===== src/rtl/chroma_pkg.sv =====
package chroma_pkg;
    localparam int CHR_STEPS  = 14;
    localparam int CHR_HUE_W  = 4;
    localparam int CHR_LUMA_W = 3;
    localparam int CHR_CODE_W = 8;

    typedef enum logic [1:0] {
        CHR_OFF   = 2'd0,
        CHR_BURST = 2'd1,
        CHR_HUE   = 2'd2
    } chr_mode_e;
endpackage


===== src/rtl/chroma_phase_ctr.sv =====
module chroma_phase_ctr #(
    parameter int STEPS = chroma_pkg::CHR_STEPS,
    localparam int CW   = $clog2(STEPS)
) (
    input  logic          clk,
    input  logic          rst_n,
    input  logic          step_en,
    output logic [CW-1:0] phase_o
);
    localparam logic [CW-1:0] LAST = CW'(STEPS - 1);

    logic [CW-1:0] cnt_d, cnt_q;

    always_comb begin
        cnt_d = cnt_q;
        if (step_en) begin
            cnt_d = (cnt_q == LAST) ? '0 : cnt_q + 1'b1;
        end
    end

    always_ff @(posedge clk or negedge rst_n) begin
        if (!rst_n) cnt_q <= '0;
        else        cnt_q <= cnt_d;
    end

    assign phase_o = cnt_q;
endmodule


===== src/rtl/chroma_hue_phase.sv =====
module chroma_hue_phase #(
    parameter int STEPS = chroma_pkg::CHR_STEPS,
    parameter int HUE_W = chroma_pkg::CHR_HUE_W,
    localparam int CW   = $clog2(STEPS),
    localparam int HUES = 2 ** HUE_W
) (
    input  logic [CW-1:0]   phase_i,
    output logic [HUES-1:0] wave_o
);
    localparam logic [CW:0] STEPS_W = (CW+1)'(STEPS);
    localparam logic [CW:0] HALF_W  = (CW+1)'(STEPS / 2);

    for (genvar h = 0; h < HUES; h++) begin : g_hue
        if (h == 0) begin : g_dark
            assign wave_o[h] = 1'b0;
        end else begin : g_lit
            localparam int          DLY = (h - 1) % STEPS;
            localparam logic [CW:0] OFS = (CW+1)'(STEPS - DLY);
            logic [CW:0] shifted;
            always_comb begin
                shifted = {1'b0, phase_i} + OFS;
                if (shifted >= STEPS_W) shifted = shifted - STEPS_W;
            end
            assign wave_o[h] = (shifted < HALF_W);
        end
    end
endmodule


===== src/rtl/chroma_luma_map.sv =====
module chroma_luma_map #(
    parameter int LUMA_W = chroma_pkg::CHR_LUMA_W
) (
    input  logic [LUMA_W-1:0] level_i,
    input  logic              blank_i,
    output logic [LUMA_W-1:0] luma_o
);
    always_comb begin
        luma_o = blank_i ? '0 : level_i;
    end
endmodule


===== src/rtl/chroma_phase_gen.sv =====
module chroma_phase_gen #(
    parameter int STEPS  = chroma_pkg::CHR_STEPS,
    parameter int HUE_W  = chroma_pkg::CHR_HUE_W,
    parameter int LUMA_W = chroma_pkg::CHR_LUMA_W,
    parameter int CODE_W = chroma_pkg::CHR_CODE_W
) (
    input  logic              clk,
    input  logic              rst_n,
    input  logic              step_en,
    input  logic [CODE_W-1:0] color_code,
    input  logic              blank,
    input  logic              burst_win,
    output logic              chroma_out,
    output logic [LUMA_W-1:0] luma_out
);
    import chroma_pkg::*;

    localparam int CW   = $clog2(STEPS);
    localparam int HUES = 2 ** HUE_W;

    typedef struct packed {
        logic              chroma;
        logic [LUMA_W-1:0] luma;
    } out_t;

    out_t            out_d, out_q;
    logic [CW-1:0]   phase;
    logic [HUES-1:0] wave;
    logic [LUMA_W-1:0] luma_nx;
    logic [HUE_W-1:0]  hue;
    chr_mode_e         mode;
    logic              unused_code_lsb;

    assign hue             = color_code[CODE_W-1 -: HUE_W];
    assign unused_code_lsb = color_code[0];

    chroma_phase_ctr #(.STEPS(STEPS)) u_ctr (
        .clk     (clk),
        .rst_n   (rst_n),
        .step_en (step_en),
        .phase_o (phase)
    );

    chroma_hue_phase #(.STEPS(STEPS), .HUE_W(HUE_W)) u_hue (
        .phase_i (phase),
        .wave_o  (wave)
    );

    chroma_luma_map #(.LUMA_W(LUMA_W)) u_luma (
        .level_i (color_code[LUMA_W:1]),
        .blank_i (blank),
        .luma_o  (luma_nx)
    );

    always_comb begin
        if (burst_win)                 mode = CHR_BURST;
        else if (blank || hue == '0)   mode = CHR_OFF;
        else                           mode = CHR_HUE;

        out_d.luma = luma_nx;
        unique case (mode)
            CHR_BURST: out_d.chroma = wave[1];
            CHR_HUE:   out_d.chroma = wave[hue];
            default:   out_d.chroma = 1'b0;
        endcase
    end

    always_ff @(posedge clk or negedge rst_n) begin
        if (!rst_n) out_q <= '0;
        else        out_q <= out_d;
    end

    assign chroma_out = out_q.chroma;
    assign luma_out   = out_q.luma;
endmodule


===== config.mk =====
export PLATFORM = sky130hd
export DESIGN_NAME = chroma_phase_gen
export DESIGN_NICKNAME = d
export VERILOG_FILES = /design/src/rtl/chroma_pkg.sv /design/src/rtl/chroma_phase_ctr.sv /design/src/rtl/chroma_hue_phase.sv /design/src/rtl/chroma_luma_map.sv /design/src/rtl/chroma_phase_gen.sv
export SDC_FILE = /design/constraint.sdc
export NUM_CORES = 1
export LEC_CHECK = 0
export BUFFER_PORTS_ARGS = -buffer_cell sky130_fd_sc_hd__buf_2
export CORE_ASPECT_RATIO = 1.5
export CORE_UTILIZATION = 45
export DETAILED_ROUTE_END_ITERATION = 8
export PLACE_DENSITY_LB_ADDON = 0.12
export SETUP_SLACK_MARGIN = 0.1
export SYNTH_ARGS = -nofsm -noshare
export SYNTH_HDL_FRONTEND = slang
export SYNTH_SLANG_ARGS = --single-unit

===== constraint.sdc =====
create_clock -name clk -period 3 [get_ports clk]
set_input_delay 0.45 -clock clk [delete_from_list [all_inputs] [get_ports clk]]
set_output_delay 0.45 -clock clk [all_outputs]
set_load 0.005 [all_outputs]

==> results.py <==
metrics = {
    "grt": {
        "use_met2_pct": 48.8,
        "grt_usage_pct": 27.4,
        "use_met1_pct": 32.1,
        "antenna_found_initial": 0,
        "grt_start_max_net_pins": 19,
        "grt.busiest_layer": "met2",
        "met3_usage_pct": 1.90,
        "grt_overflow": 0,
        "grt_pass1_wl_mm": 8.87,
        "grt_pass1_vias": 1946,
    },
    "cells_and_area": {
        "seqCellArea_um2": 200,
        "final_nets": 307,
        "n_antenna_cell": 0,
        "synthToLayoutAreaGrowth_pct": 12.0,
        "drive_above_1_share_pct": 16.9,
        "multi_input_area_um2": 1450,
        "fill_cells": 389,
    },
    "flow_run": {
        "drv_cap": 0,
    },
    "yosys": {
        "synth_seq_cells": 8,
        "synth_area_um2": 1810,
        "synthArstFlopShare_pct": 100,
        "synth_ff_type": "dfrtp_1",
        "synth_nets": 287,
        "ys_seq_area_share_pct": 11.1,
        "syn_inst": 249,
        "yosys_warnings": 0,
        "synth_edf_count": 0,
        "synth_cell_types": 57,
        "syn_area_per_cell_um2": 7.27,
    },
    "timing": {
        "hold_viol_final": 0,
        "clock.fmax_mhz": 367,
        "grt_setup_unrepaired": "no",
        "max_slew_margin_pct": 68.4,
        "fin_crit_ns": 2.73,
        "skew_ns": 0.00209,
        "setup_viol": 0,
        "fin_setup_tns_ns": 0,
        "fin_crit_sh_pct": 90.9,
        "slew_viol_final": 0,
        "whs_ns": 0.0553,
        "worst_pin_slew_ns": 0.471,
    },
    "floorplan": {
        "ios": 17,
        "fp.dieH_um": 79.7,
        "die_w_um": 53.8,
        "dieArea_um2": 4290,
        "fp-row-count": 27,
        "start_util_pct": 48.3,
        "core_area_um2": 3750,
    },
    "status": {
        "outcome": "finished, final reports clean",
    },
    "worst_setup_path": {
        "slowest_stage": "a2111o_1",
        "cp_top_family": "compound AO/OA/AOI/OAI gates",
        "critPathKind": "reg -> reg",
        "worst-path-max-fanout": 8,
        "crit_top_cell": "inv_1",
        "path_buf_inv": 2,
        "endpoint_kind": "flop",
        "start_kind": "flop",
        "cp_data_required_time_ns": 3.13,
        "crit_path_cell_trace": "inv_1, ha_1, inv_1, ha_2, and3b_1, a31oi_1, a2111o_1, o2111ai_1, o211ai_1, a32oi_1",
        "cpPeakStageDelay_ns": 0.42,
        "crit_arrival_ns": 2.85,
    },
    "cts": {
        "cts_tree": "done",
        "cts_resized": 0,
        "holdBufCountCts": 0,
        "clkTransAtPathRegs_ns": 0.04,
        "postCtsSetupRepairBufs": 0,
        "cts_max_level": 1,
        "clock-root-buffer": "clkbuf_8",
        "cts_made_buffers": 3,
        "insertion_delay_ns": 0.22,
        "cts_sinks": 8,
        "clk_path_buf_depth": 2,
    },
    "place": {
        "port_buffers": 15,
        "gp_congestion": 0.893,
        "dp_hpwl_mm": 4.02,
    },
    "detailed_routing": {
        "wl_mm": 5.17,
        "first_pass_iters": 4,
        "ant_nets": 0,
        "drtIter0Drc": 47,
        "via_per_inst": 6.26,
        "num_vias": 1942,
        "drt_drc_violations_left": 0,
        "drt-wirelength-per-cell_um": 16.7,
    },
    "power": {
        "peakVddDrop_uv": 725,
        "p_leak_nw": 0.883,
        "p_per_area_nw_per_um2": 1290,
    },
    "worst_hold_path": {
        "hold_class": "in -> async",
    },
}
[flip-flops by register name, summed over array words and instances (netlist names)]
signal	cells
u_ctr.phase_o	4
luma_out	3
chroma_out	1
[area by class of cell]
cell class                      count  area share [%]
Multi-Input combinational cell    203            71.6
Timing Repair Buffer               32            9.99
Sequential cell                     8            9.87
Inverter                           21            3.89
Tap cell                           43            2.65
Clock buffer                        3            2.04
[cell families (layout without fill, tap and decap cells)]
family	after synthesis	after routing	share of synthesized area [%]
flops	8	8	11.1
xor+xnor	11	11	6.15
fa+ha+maj	25	25	17.7
mux	5	5	2.83
simple gates	72	72	19.4
buf+inv	38	56	8.91
compound gates	90	90	34.0
[final timing paths]
path,from,endpoint,slack [ns],cells after the start
worst min register to register,u_ctr.phase_o[2],u_ctr.phase_o[2],0.83,3
worst max register to register,u_ctr.phase_o[1],chroma_out,0.27,10
worst min-delay path,rst_n,u_ctr.phase_o[3],0.06,1
max in group asynchronous,rst_n,u_ctr.phase_o[0],2.78,1
min in group clk,blank,luma_out[1],0.45,2
worst max-delay path,u_ctr.phase_o[1],chroma_out,0.27,10
[power breakdown]
part / switching [mW] / internal (mW) / total, mW / leakage (nW)
Clock: 0.0380 / 0.0865 / 0.125 / 0.0216
Sequential: 0.0152 / 0.140 / 0.155 / 0.101
Combinational: 1.38 / 0.954 / 2.34 / 0.760
Total: 1.44 / 1.18 / 2.61 / 0.883
[synth_stat cells (5+ instances only)]
cell type   n  area (um^2)
nand2_1    21         78.8
nor3_1      7         35.0
a21oi_1    18         90.1
inv_1      20         75.1
buf_2       9         45.0
a31oi_1     5         31.3
nand3_1     8         40.0
nor2b_1     5         31.3
o22ai_1     5         31.3
o21ai_0    19         95.1
a211oi_1    5         37.5
dfrtp_1     8          200
ha_1       24          300
o2111ai_1   6         52.6
xnor2_1     7         61.3
clkbuf_1    5         18.8
nor2_1     16         60.1
[metal layers]
layer | wire [um] | vias to the layer above
li1 | - | 953
met1 | 2190 | 912
met2 | 2620 | 61
met3 | 177 | 16
met4 | 185 | 0
met5 | 0 | -
[cell usage in the layout, fill, tap and decap left out, types with 5 or more instances in the layout]
cell type	count
a21oi_1	18
o21ai_0	19
nand2_1	21
nor2_1	16
buf_4	17
ha_1	23
o22ai_1	5
dfrtp_1	8
nand3_1	8
a31oi_1	5
inv_1	20
o2111ai_1	6
nor3_1	7
a211oi_1	5
nor2b_1	5
buf_2	15
xnor2_1	7
[through the flow]
step | instances | util (%) | power, mW | cell area, um^2 | worst slack, ns
2_1_floorplan | 249 | - | 1.91 | 1810 | 0.105
3_3_place_gp | 307 | 52.9 | 2.44 | 1980 | 0.271
3_5_place_dp | 307 | 52.9 | 2.45 | 1980 | 0.237
4_1_cts | 310 | 54.0 | 2.59 | 2030 | 0.236
5_1_grt | 310 | 54.1 | 2.95 | 2030 | 0.104
6_report | 310 | 54.1 | 2.61 | 2030 | 0.274
Power figures use the tool's default switching activity.
